File: src/rtl/wdg_pkg.sv
package wdg_pkg;

   typedef enum logic [0:0] {
      WIN_OFF = 1'b0,
      WIN_RUN = 1'b1
   } wdg_win_e;

   function automatic int unsigned cnt_width(input int unsigned max_val);
      return (max_val < 2) ? 1 : $clog2(max_val + 1);
   endfunction

endpackage

File: src/rtl/wdg_por_hold.sv
module wdg_por_hold #(
   parameter int unsigned HOLD_CYCLES = 64
) (
   input  logic clk,
   input  logic pwr_ok,
   output logic hold
);
   localparam int unsigned CW = wdg_pkg::cnt_width(HOLD_CYCLES);
   localparam logic [CW-1:0] LAST = CW'(HOLD_CYCLES);

   logic [CW-1:0] cnt_q;

   always_ff @(posedge clk) begin
      if (!pwr_ok) begin
         cnt_q <= '0;
      end else if (cnt_q != LAST) begin
         cnt_q <= cnt_q + 1'b1;
      end
   end

   assign hold = !pwr_ok || (cnt_q != LAST);
endmodule

File: src/rtl/wdg_window.sv
module wdg_window
   import wdg_pkg::*;
#(
   parameter int unsigned EARLY_MIN   = 8,
   parameter int unsigned TIMEOUT_MAX = 40
) (
   input  logic     clk,
   input  logic     pwr_ok,
   input  logic     hard_clr,
   input  logic     wr_ok,
   input  logic     wr_bit,
   output wdg_win_e state,
   output logic     fault
);
   localparam int unsigned TW = cnt_width(TIMEOUT_MAX);
   localparam logic [TW-1:0] LIMIT = TW'(TIMEOUT_MAX);
   localparam logic [TW-1:0] FIRST = TW'(1);

   wdg_win_e      state_q;
   logic [TW-1:0] age_q;
   logic          too_soon;
   logic          early_hit;
   logic          expired;

   generate
      if (EARLY_MIN == 0) begin : g_open_window
         assign too_soon = 1'b0;
      end else begin : g_closed_window
         localparam logic [TW-1:0] EARLY_V = TW'(EARLY_MIN);
         assign too_soon = (age_q < EARLY_V);
      end
   endgenerate

   assign early_hit = (state_q == WIN_RUN) && wr_ok && wr_bit && too_soon;
   assign expired   = (state_q == WIN_RUN) && !wr_ok && (age_q == LIMIT);
   assign fault     = pwr_ok && !hard_clr && (early_hit || expired);

   always_ff @(posedge clk) begin
      if (!pwr_ok || hard_clr) begin
         state_q <= WIN_OFF;
         age_q   <= '0;
      end else if (fault) begin
         state_q <= WIN_OFF;
         age_q   <= '0;
      end else if (wr_ok) begin
         if (wr_bit) begin
            state_q <= WIN_RUN;
            age_q   <= FIRST;
         end else begin
            state_q <= WIN_OFF;
            age_q   <= '0;
         end
      end else if (state_q == WIN_RUN) begin
         age_q <= age_q + 1'b1;
      end
   end

   assign state = state_q;
endmodule

File: src/rtl/wdg_pulse.sv
module wdg_pulse #(
   parameter int unsigned PULSE_CYCLES = 16
) (
   input  logic clk,
   input  logic pwr_ok,
   input  logic hard_clr,
   input  logic fire,
   output logic active
);
   localparam int unsigned CW = wdg_pkg::cnt_width(PULSE_CYCLES);
   localparam logic [CW-1:0] LOAD = CW'(PULSE_CYCLES);

   logic [CW-1:0] left_q;

   always_ff @(posedge clk) begin
      if (!pwr_ok || hard_clr) begin
         left_q <= '0;
      end else if (fire) begin
         left_q <= LOAD;
      end else if (left_q != '0) begin
         left_q <= left_q - 1'b1;
      end
   end

   assign active = (left_q != '0);
endmodule

File: src/rtl/wdg_boot_flag.sv
module wdg_boot_flag (
   input  logic clk,
   input  logic pwr_ok,
   input  logic hard_clr,
   input  logic set_warm,
   input  logic rd_clr,
   output logic warm
);
   logic warm_q;

   always_ff @(posedge clk) begin
      if (!pwr_ok || hard_clr) begin
         warm_q <= 1'b0;
      end else if (set_warm) begin
         warm_q <= 1'b1;
      end else if (rd_clr) begin
         warm_q <= 1'b0;
      end
   end

   assign warm = warm_q;
endmodule

File: src/rtl/wdg_rst_gen.sv
module wdg_rst_gen
   import wdg_pkg::*;
#(
   parameter int unsigned HOLD_CYCLES  = 64,
   parameter int unsigned EARLY_MIN    = 8,
   parameter int unsigned TIMEOUT_MAX  = 40,
   parameter int unsigned PULSE_CYCLES = 16
) (
   input  logic clk,
   input  logic pwr_ok,
   input  logic hard_clr,
   input  logic wr_stb,
   input  logic wr_bit,
   input  logic rd_stb,
   output logic rst_out_n,
   output logic rst_oe,
   output logic wd_armed,
   output logic boot_warm
);
   generate
      if (HOLD_CYCLES < 1) begin : g_bad_hold
         $error("HOLD_CYCLES must be at least 1");
      end
      if (TIMEOUT_MAX < 1) begin : g_bad_timeout
         $error("TIMEOUT_MAX must be at least 1");
      end
      if (EARLY_MIN >= TIMEOUT_MAX) begin : g_bad_window
         $error("EARLY_MIN must be below TIMEOUT_MAX");
      end
      if (PULSE_CYCLES < 1) begin : g_bad_pulse
         $error("PULSE_CYCLES must be at least 1");
      end
   endgenerate

   logic     por_hold;
   logic     pulse_on;
   logic     busy;
   logic     wr_ok;
   logic     win_fault;
   wdg_win_e win_state;

   wdg_por_hold #(.HOLD_CYCLES(HOLD_CYCLES)) u_por (
      .clk    (clk),
      .pwr_ok (pwr_ok),
      .hold   (por_hold)
   );

   assign busy  = por_hold || pulse_on;
   assign wr_ok = wr_stb && !busy;

   wdg_window #(.EARLY_MIN(EARLY_MIN), .TIMEOUT_MAX(TIMEOUT_MAX)) u_win (
      .clk      (clk),
      .pwr_ok   (pwr_ok),
      .hard_clr (hard_clr),
      .wr_ok    (wr_ok),
      .wr_bit   (wr_bit),
      .state    (win_state),
      .fault    (win_fault)
   );

   wdg_pulse #(.PULSE_CYCLES(PULSE_CYCLES)) u_pulse (
      .clk      (clk),
      .pwr_ok   (pwr_ok),
      .hard_clr (hard_clr),
      .fire     (win_fault),
      .active   (pulse_on)
   );

   wdg_boot_flag u_boot (
      .clk      (clk),
      .pwr_ok   (pwr_ok),
      .hard_clr (hard_clr),
      .set_warm (win_fault),
      .rd_clr   (rd_stb),
      .warm     (boot_warm)
   );

   assign rst_out_n = !busy;
   assign rst_oe    = busy;
   assign wd_armed  = (win_state == WIN_RUN);
endmodule

File: config.mk
export PLATFORM = sky130hd
export DESIGN_NAME = wdg_rst_gen
export DESIGN_NICKNAME = d
export VERILOG_FILES = /design/src/rtl/wdg_pkg.sv /design/src/rtl/wdg_por_hold.sv /design/src/rtl/wdg_window.sv /design/src/rtl/wdg_pulse.sv /design/src/rtl/wdg_boot_flag.sv /design/src/rtl/wdg_rst_gen.sv
export SDC_FILE = /design/constraint.sdc
export NUM_CORES = 1
export LEC_CHECK = 0
export BUFFER_PORTS_ARGS = -buffer_cell sky130_fd_sc_hd__buf_4
export CELL_PAD_IN_SITES_DETAIL_PLACEMENT = 1
export CELL_PAD_IN_SITES_GLOBAL_PLACEMENT = 2
export CORE_UTILIZATION = 37
export CTS_CLUSTER_DIAMETER = 60
export DETAILED_ROUTE_END_ITERATION = 6
export PLACE_DENSITY = 0.91
export SLEW_MARGIN = 20
export SYNTH_ARGS = -nofsm -noshare
export SYNTH_HDL_FRONTEND = slang
export SYNTH_SLANG_ARGS = --single-unit
File: constraint.sdc
create_clock -name clk -period 4.75 [get_ports clk]
set_input_delay 0.95 -clock clk [delete_from_list [all_inputs] [get_ports clk]]
set_output_delay 0.95 -clock clk [all_outputs]
set_load 0.01 [all_outputs]
# Word level (Yosys, flattened, before mapping)

Cells that the tools add are included.

Flip-flop bits (word level): 20
Bits in latches: 0
Bits in writable memories: 0
Memory bits (read-only): 0
Input port bits: 6
Output and inout port bits: 4
Memories: 0

Add/subtract/negate cells: 3
$mul: 0
Div/mod/pow operators: 0
Magnitude comparators: 1
Eq/ne operators: 2
Shift operators: 0
Mux-type cells: 8
Bitwise gates (word level): 0
Reduce and logical (&&, ||, !) cells: 21

Operator list:

| operator                                           | number |
|---|---|
| 2-to-1 mux 6 bit                                   | 2 |
| 2-to-1 mux 5 bit                                   | 2 |
| logical AND 1 bit                                  | 8 |
| adder 7 x 1 -> 7 bit, second input constant        | 1 |
| != test 7 bit, second input constant               | 1 |
| adder 6 x 1 -> 6 bit, second input constant        | 1 |
| equality test 6 bit, second input constant         | 1 |
| < comparator 6 x 4 -> 1 bit, second input constant | 1 |
| nonzero test 2 bit                                 | 3 |
| nonzero test 5 bit                                 | 1 |
| subtractor 5 x 1 -> 5 bit, second input constant   | 1 |
| zero test 1 bit                                    | 4 |
| logical OR 1 bit                                   | 4 |
| 2-to-1 mux 1 bit                                   | 4 |
| OR reduction 2 bit                                 | 1 |

# Logic depth before layout (Yosys ltp)

Gate-level depths: netlist (run 1).

Depth in word-level cells: 11
Depth in mapped cells: 6

# Hierarchy

A second synthesis (run 1) with hierarchy kept.

Cell total of the unflattened synthesis: 113
Area total of the unflattened synthesis: 1056.0 sq um

Modules (own cells, without submodules):

| module        | times used | cells an instance | area each (sq um) | sequential area each (sq um) |
|---|---|---|---|---|
| wdg_window    | 1          | 41                | 389.1             | 140.1 |
| wdg_por_hold  | 1          | 41                | 369.1             | 140.1 |
| wdg_pulse     | 1          | 24                | 240.2             | 100.1 |
| wdg_boot_flag | 1          | 4                 | 40.0              | 20.0 |
| wdg_rst_gen   | 1          | 3                 | 17.5              | 0.0 |

# Worst setup path before layout (run 1)

No wires, ideal clock.

Kind: register to output
Start point: reg u_por.cnt_q[2]
End point: out rst_out_n
Data arrival time: 1405 ps
Setup slack: 2395 ps
Cell stages (with the launch flop): 5
Buffers on the path: 0
Cells stage by stage: dfxtp_1 or4_4 or2_1 inv_2 and3_1

Cells in the longest elaborated chain, start to end: 4

RTL lines:

| item                   | RTL line           | text |
|---|---|---|
| from (decl)            | wdg_por_hold.sv:11 | `logic [CW-1:0] cnt_q;` |
| from (signal assigned) | wdg_por_hold.sv:17 | `cnt_q <= cnt_q + 1'b1;` |
| != test 7 bit          | wdg_por_hold.sv:21 | `assign hold = !pwr_ok \|\| (cnt_q != LAST);` |
| logical OR 1 bit       | wdg_por_hold.sv:21 |  |
| logical OR 1 bit       | wdg_rst_gen.sv:48  | `assign busy = por_hold \|\| pulse_on;` |
| zero test 1 bit        | wdg_rst_gen.sv:78  | `assign rst_out_n = !busy;` |
| to (decl)              | wdg_rst_gen.sv:15  | `output logic rst_out_n,` |

No other way between the ends.

# Final worst setup path (run 1)

Start point: reg u_pulse.left_q[0]
End point: out rst_out_n

Cells in the longest elaborated chain, start to end: 3

RTL lines:

| item                   | RTL line          | text |
|---|---|---|
| from (decl)            | wdg_pulse.sv:13   | `logic [CW-1:0] left_q;` |
| from (signal assigned) | wdg_pulse.sv:21   | `left_q <= left_q - 1'b1;` |
| nonzero test 5 bit     | wdg_pulse.sv:25   | `assign active = (left_q != '0);` |
| logical OR 1 bit       | wdg_rst_gen.sv:48 |  |
| zero test 1 bit        | wdg_rst_gen.sv:78 |  |

No other way between the ends.

==> flow_summary.json, run 1 <==
{
  "combinational_family_with_the_most_area_after_synthesis": "simple AND/OR/NAND/NOR gates",
  "via_per_inst": 5.052,
  "grtUsageTotal": 0.1627,
  "synthTopCellsByCount": "20 x sky130_fd_sc_hd__dfxtp_1, 18 x sky130_fd_sc_hd__nor2_1, 7 x sky130_fd_sc_hd__nand2_1, 7 x sky130_fd_sc_hd__xnor2_1",
  "post-route-drc-count": 0,
  "clock_skew_ns": 0.01042,
  "worst_pin_slew_ns": 0.8037,
  "grt_setup_unrepaired": "false",
  "relSlewSlack": 0.4567,
  "antenna_violating_nets_post_route": 0,
  "fraction_of_power_spent_switching_nets": 0.3590,
  "drtIter0Drc": 8,
  "post_drt_wl_per_cell_um": 12.58,
  "crit_path_start_kind": "flop",
  "drive_above_1_share": 0.1382,
  "final_critical_path_setup_slack_ns": 1.834,
  "synth_top_area_share": 0.3985,
  "placeableCoreArea_mm2": 0.002522,
  "htree_num_levels": 1,
  "startpoint_of_the_worst_register_to_register_path": "u_pulse.left_q[0]",
  "synthMostInstantiatedCell": "sky130_fd_sc_hd__dfxtp_1",
  "power_frac_clock": 0.173,
  "post_synthesis_instance_total": 112,
  "worst-endpoint-arrival_ns": 1.97,
  "slew_violations": 0,
  "numPortBuffers": 9,
  "yosysSeqAreaShare": 0.3985,
  "post-route-period-util": 0.6139,
  "synth-simple-area-share": 0.2889,
  "avgSynthCellArea_um2": 8.971,
  "final.hold.worst_slack_ns": 0.4770,
  "grt_antenna_before_repair": 0,
  "cts_buffer_depth": 2,
  "regToRegEndpoint": "u_win.age_q[0]",
  "worst_slack_after_detailed_placement_ns": 2.154,
  "tritoncts": "done",
  "period_needed_ns": 2.916,
  "min_path_type": "flop to flop",
  "fmax_mhz": 342.9,
  "fp-row-count": 18,
  "post_layout_total_power_mw": 0.4721,
  "worstPathRequired_ns": 3.80,
  "synth_cell_types": 27,
  "flow.area_growth_from_synthesis_pct": 12.33,
  "worstSkewPairLatency_ns": 0.30,
  "final_nets": 137,
  "synth.area.mux_share": 0.06102,
  "dominantRegCellSynth": "sky130_fd_sc_hd__dfxtp_1",
  "clk_transition_reported_paths_ns": 0.12,
  "grt_remaining_overflow": 0,
  "numCtsBuffers": 3,
  "share_of_power_burned_in_registers": 0.437,
  "floorplan.io_pins": 10,
  "finalSetupTns_ns": 0,
  "post_cts_hold_buffer_count": 0,
  "synthXorXnorAreaFrac": 0.1133,
  "dp.cells": 150,
  "synth-warning-count": 0,
  "dp.final_hpwl_um": 1505,
  "report.final.hold_viol_count": 0,
  "antenna_cells": 0,
  "critical_path.startpoint": "u_pulse.left_q[0]",
  "via_count": 773,
  "die_x_um": 54.11,
  "drt_pass1_iterations": 3,
  "syn_nets": 124,
  "max_cap_viol_count": 0,
  "crit_end": "rst_out_n",
  "pwr-share-comb": 0.390,
  "total_leakage_power_nw": 0.4390,
  "grt_pass1_vias": 784,
  "power.density_mw_per_mm2": 418.3,
  "globalplace.congestion": 0.7026,
  "pin_count_of_the_biggest_net_entering_global_routing": 11,
  "post_synth_main_area_contributors": "sky130_fd_sc_hd__dfxtp_1 40%, sky130_fd_sc_hd__ha_1 7.5%, sky130_fd_sc_hd__nor2_1 6.7%",
  "timing.critical_path.to_type": "primary output",
  "synth_enable_flop_cells": 0,
  "worst-setup-path-type": "flop to primary output",
  "netlist.top_cell.by_area": "sky130_fd_sc_hd__dfxtp_1",
  "number_of_gates_resized_after_cts": 0,
  "cts.sink_count": 20,
  "fp.dieArea_mm2": 0.002928,
  "route.final.wire_length_um": 1925,
  "p_sw_mw": 0.1695,
  "finish.cell_count_without_fillers": 153,
  "worst_path_max_fanout": 5,
  "synth-adder-area-share": 0.07472,
  "outcome": "completed",
  "internal_power_mw": 0.3026,
  "final_setup_violation_count": 0,
  "floorplan.initialDensity": 0.3983,
  "synth-compound-area-share": 0.03362,
  "floorplan.die.height_um": 54.11,
  "cts_root_buf": "sky130_fd_sc_hd__clkbuf_4",
  "async_flop_share": 0,
  "syn_area_mm2": 0.001005,
  "timing.reg2reg.worst_path_depth": 6,
  "synth.ff_latch_count": 20,
  "vdd_ir_drop_max_mv": 0.3078,
  "grt_first_pass_wirelength_um": 3353,
  "cts_post_setup_buffers_inserted": 0,
  "setup.reg_to_reg.worst_slack_ns": 2.44
}
==> worst max-delay path, stage by stage, from the launching register on <==
cell                      delay [ns]
sky130_fd_sc_hd__dfxtp_1        0.34
sky130_fd_sc_hd__inv_1          0.10
sky130_fd_sc_hd__ha_1           0.18
sky130_fd_sc_hd__nor4b_1        0.67
sky130_fd_sc_hd__and3_1         0.25
sky130_fd_sc_hd__buf_4          0.12
==> flip-flops by register name, indices dropped and copies added (netlist names) <==
name	count
u_por.cnt_q	7
u_win.age_q	6
u_pulse.left_q	5
u_boot.warm	1
u_win.state	1
==> placed cells by master (no fill, tap or decap) <==
cell type                  instances
sky130_fd_sc_hd__clkbuf_4          3
sky130_fd_sc_hd__nand3_1           5
sky130_fd_sc_hd__xor2_1            6
sky130_fd_sc_hd__mux2_2            1
sky130_fd_sc_hd__or2_1             1
sky130_fd_sc_hd__mux2i_1           5
sky130_fd_sc_hd__or4_4             1
sky130_fd_sc_hd__ha_1              6
sky130_fd_sc_hd__nor4_4            1
sky130_fd_sc_hd__nor2_1           18
sky130_fd_sc_hd__nor3_1            5
sky130_fd_sc_hd__and3_1            3
sky130_fd_sc_hd__or4b_4            1
sky130_fd_sc_hd__a31oi_1           1
sky130_fd_sc_hd__nor4b_1           1
sky130_fd_sc_hd__buf_4             9
sky130_fd_sc_hd__a21oi_1           4
sky130_fd_sc_hd__a211oi_1          1
sky130_fd_sc_hd__dfxtp_1          20
sky130_fd_sc_hd__and4b_1           1
sky130_fd_sc_hd__nand2b_1          3
sky130_fd_sc_hd__nor2b_1           2
sky130_fd_sc_hd__inv_2             1
sky130_fd_sc_hd__nand2_1           7
sky130_fd_sc_hd__nand4_1           2
sky130_fd_sc_hd__inv_1             6
sky130_fd_sc_hd__xnor2_1           7
sky130_fd_sc_hd__and2_1            2
==> power by group through the flow <==
stage | combinational (mW) | clock (mW) | sequential, mW
2_1_floorplan | 0.153 | 0 | 0.206
6_report | 0.184 | 0.0818 | 0.206
3_3_place_gp | 0.180 | 0 | 0.210
3_5_place_dp | 0.186 | 0 | 0.211
4_1_cts | 0.188 | 0.0871 | 0.207
5_1_grt | 0.208 | 0.0906 | 0.209
==> layout make-up <==
cell class | instances | area [µm²]
Clock buffer | 3 | 22.52
Fill cell | 325 | 1394
Inverter | 7 | 26.28
Timing Repair Buffer | 9 | 67.56
Multi-Input combinational cell | 84 | 574.3
Tap cell | 30 | 37.54
Sequential cell | 20 | 400.4
==> layer usage <==
layer  vias up  GRT usage  wire length, µm
met5         -          0                0
met2         9     0.2778              934
met3         2    0.02542               51
met1       363     0.1973              924
met4         0    0.07692               15
li1        399          -                -
==> how the worst min path moves through the flow <==
| stage | startpoint | endpoint | slack [ns] | cells after the start |
|---|---|---|---|---|
| 2_1_floorplan | u_pulse.left_q[1] | u_pulse.left_q[1] | 0.48 | 2 |
| 3_3_place_gp | u_boot.warm | u_boot.warm | 0.46 | 2 |
| 3_5_place_dp | u_boot.warm | u_boot.warm | 0.46 | 2 |
| 4_1_cts | u_boot.warm | u_boot.warm | 0.48 | 2 |
| 5_1_grt | u_boot.warm | u_boot.warm | 0.50 | 2 |
| 6_report | u_boot.warm | u_boot.warm | 0.48 | 2 |
==> cells by family (layout without fill, tap and decap cells) <==
family                   Yosys count  count (layout)
XOR/XNOR                          13              13
AO/OA/AOI/OAI                      6               6
multiplexers                       6               6
adder cells (fa/ha/maj)            6               6
buffers and inverters              8              19
AND/OR/NAND/NOR                   53              53
flip-flops                        20              20
==> through the flow <==
stage / utilization / area (µm²)
final: 0.4474 / 1129
after global routing: 0.4474 / 1129
after CTS: 0.4474 / 1129
after detailed placement: 0.4385 / 1106
after global placement: 0.4385 / 1106
after floorplan: - / 1005
Power figures use the tool's default switching activity.
==> run 2: changes to the inputs <==
Settings changed: CORE_UTILIZATION 37 to 35, PLACE_DENSITY 0.91 to 0.87.
Clock period 4.75 ns to 2.7 ns, I/O delays scaled along.
==> flow_summary.json, run 2 (same netlist as run 1, synthesis figures left out) <==
{
  "route.final.wire_length_um": 2043,
  "cts_post_setup_buffers_inserted": 0,
  "crit_path_start_kind": "flop",
  "worstPathRequired_ns": 2.16,
  "post_layout_total_power_mw": 0.9729,
  "post_cts_hold_buffer_count": 0,
  "worst-setup-path-type": "flop to primary output",
  "htree_num_levels": 1,
  "period_needed_ns": 2.424,
  "largest_reg_flops": 7,
  "commonest_non_fill_non_tap_cell_in_the_layout": "sky130_fd_sc_hd__dfxtp_1",
  "fmax_mhz": 412.5,
  "grt_first_pass_wirelength_um": 3712,
  "worst_pin_slew_ns": 0.4552,
  "via_per_inst": 5.077,
  "number_of_gates_resized_after_cts": 0,
  "drtIter0Drc": 12,
  "pin_count_of_the_biggest_net_entering_global_routing": 13,
  "cts.sink_count": 20,
  "grt_remaining_overflow": 0,
  "drive_above_1_share": 0.1520,
  "worst_path_max_fanout": 5,
  "min_path_type": "input pin to flop",
  "startpoint_of_the_worst_register_to_register_path": "u_pulse.left_q[0]",
  "drt_pass1_iterations": 2,
  "flow.area_growth_from_synthesis_pct": 16.19,
  "outcome": "completed",
  "fraction_of_power_spent_switching_nets": 0.3230,
  "post-route-drc-count": 0,
  "timing.critical_path.to_type": "primary output",
  "total_leakage_power_nw": 0.4576,
  "globalplace.congestion": 0.7627,
  "tritoncts": "done",
  "cts_root_buf": "sky130_fd_sc_hd__clkbuf_4",
  "slew_violations": 0,
  "post_dp_cell_area_mm2": 0.001115,
  "relSlewSlack": 0.6878,
  "post-route-cell-area_mm2": 0.001167,
  "largest_registers": "u_por.cnt_q: 7 flops, u_win.age_q: 6 flops, u_pulse.left_q: 5 flops",
  "fillers": 330,
  "grt_pass1_vias": 856,
  "floorplan.die.height_um": 55.58,
  "clock_skew_ns": 0.006004,
  "floorplan.initialDensity": 0.3675,
  "numPortBuffers": 9,
  "report.final.hold_viol_count": 0,
  "timing.critical_path.cells": "or4_4 -> or2_1 -> inv_2 -> and3_1 -> buf_4",
  "antenna_cells": 0,
  "worstSkewPairLatency_ns": 0.31,
  "antenna_violating_nets_post_route": 0,
  "final_nets": 138,
  "share_of_power_burned_in_registers": 0.374,
  "cpMaxStageDelayCell": "sky130_fd_sc_hd__or4_4",
  "grt_antenna_before_repair": 0,
  "cts_buffer_depth": 2,
  "grtUsageTotal": 0.1509,
  "max_cap_viol_count": 0,
  "pwr-share-comb": 0.370,
  "power_frac_clock": 0.256,
  "placeableCoreArea_mm2": 0.002734,
  "post_drt_wl_per_cell_um": 13.10,
  "p_sw_mw": 0.3143,
  "power.density_mw_per_mm2": 833.4,
  "via_count": 792,
  "largest_register": "u_por.cnt_q",
  "most_frequent_cells_in_the_layout": "20 x sky130_fd_sc_hd__dfxtp_1, 18 x sky130_fd_sc_hd__nor2_1, 10 x sky130_fd_sc_hd__buf_4",
  "final_setup_violation_count": 0,
  "dp.final_hpwl_um": 1554,
  "die_x_um": 55.58,
  "critical_path.startpoint": "u_por.cnt_q[2]",
  "critical-path-max-stage-delay_ns": 0.58,
  "numCtsBuffers": 3,
  "finalSetupTns_ns": 0,
  "fp.dieArea_mm2": 0.003089,
  "floorplan.io_pins": 10,
  "worst-endpoint-arrival_ns": 1.88,
  "clk_transition_reported_paths_ns": 0.12,
  "post-route-period-util": 0.8979,
  "vdd_ir_drop_max_mv": 0.8805,
  "grt_setup_unrepaired": "false",
  "holdCritStartpoint": "rd_stb",
  "fp-row-count": 19,
  "internal_power_mw": 0.6586
}
-- run 2: per-stage QoR --
| step | hold slack [ns] | instances | worst slack (ns) | utilization |
|---|---|---|---|---|
| 2_1_floorplan | 0.4835 | 112 | 0.6690 | - |
| 6_report | 0.4861 | 156 | 0.2756 | 0.4270 |
| 4_1_cts | 0.4778 | 156 | 0.2566 | 0.4270 |
| 5_1_grt | 0.5000 | 156 | 0.1664 | 0.4270 |
| 3_5_place_dp | 0.4857 | 152 | 0.4284 | 0.4078 |
| 3_3_place_gp | 0.4588 | 152 | 0.5056 | 0.4078 |
-- run 2: final cells by class --
class                   count  area (µm²)  area share
clock buffers               3       22.52     0.01929
repair buffers             10       75.07     0.06431
clock inverters             1       30.03     0.02572
well taps                  31       38.79     0.03323
multi-input cells          84       574.3      0.4920
inverters                   7       26.28     0.02251
flip-flops and latches     20       400.4      0.3430
-- run 2: worst max-delay path: cells and delay by family, from the launching register on --
kind                   cells  cell delay, ns
flip-flops                 1            0.37
buffers and inverters      2            0.18
AND/OR/NAND/NOR            3            1.02
-- run 2: routing by layer --
metal	routed length, µm	vias up	track usage
met5	0	-	0
met2	1014	8	0.2565
met3	49	5	0.03256
li1	-	399	-
met4	36	0	0.05357
met1	942	380	0.1880
-- run 2: worst paths after layout --
kind / end / slack, ns / cells after the start
worst max-delay path: rst_out_n / 0.28 / 5
worst min-delay path: u_boot.warm / 0.49 / 3
worst max register to register: u_pulse.left_q[0] / 0.44 / 6
worst min register to register: u_boot.warm / 0.50 / 2
-- run 2: power by group through the flow --
| stage | combinational, mW | sequential, mW | clock, mW |
|---|---|---|---|
| 3_3_place_gp | 0.357 | 0.369 | 0 |
| 5_1_grt | 0.407 | 0.370 | 0.269 |
| 4_1_cts | 0.370 | 0.364 | 0.260 |
| 2_1_floorplan | 0.269 | 0.362 | 0 |
| 3_5_place_dp | 0.369 | 0.370 | 0 |
| 6_report | 0.360 | 0.364 | 0.249 |
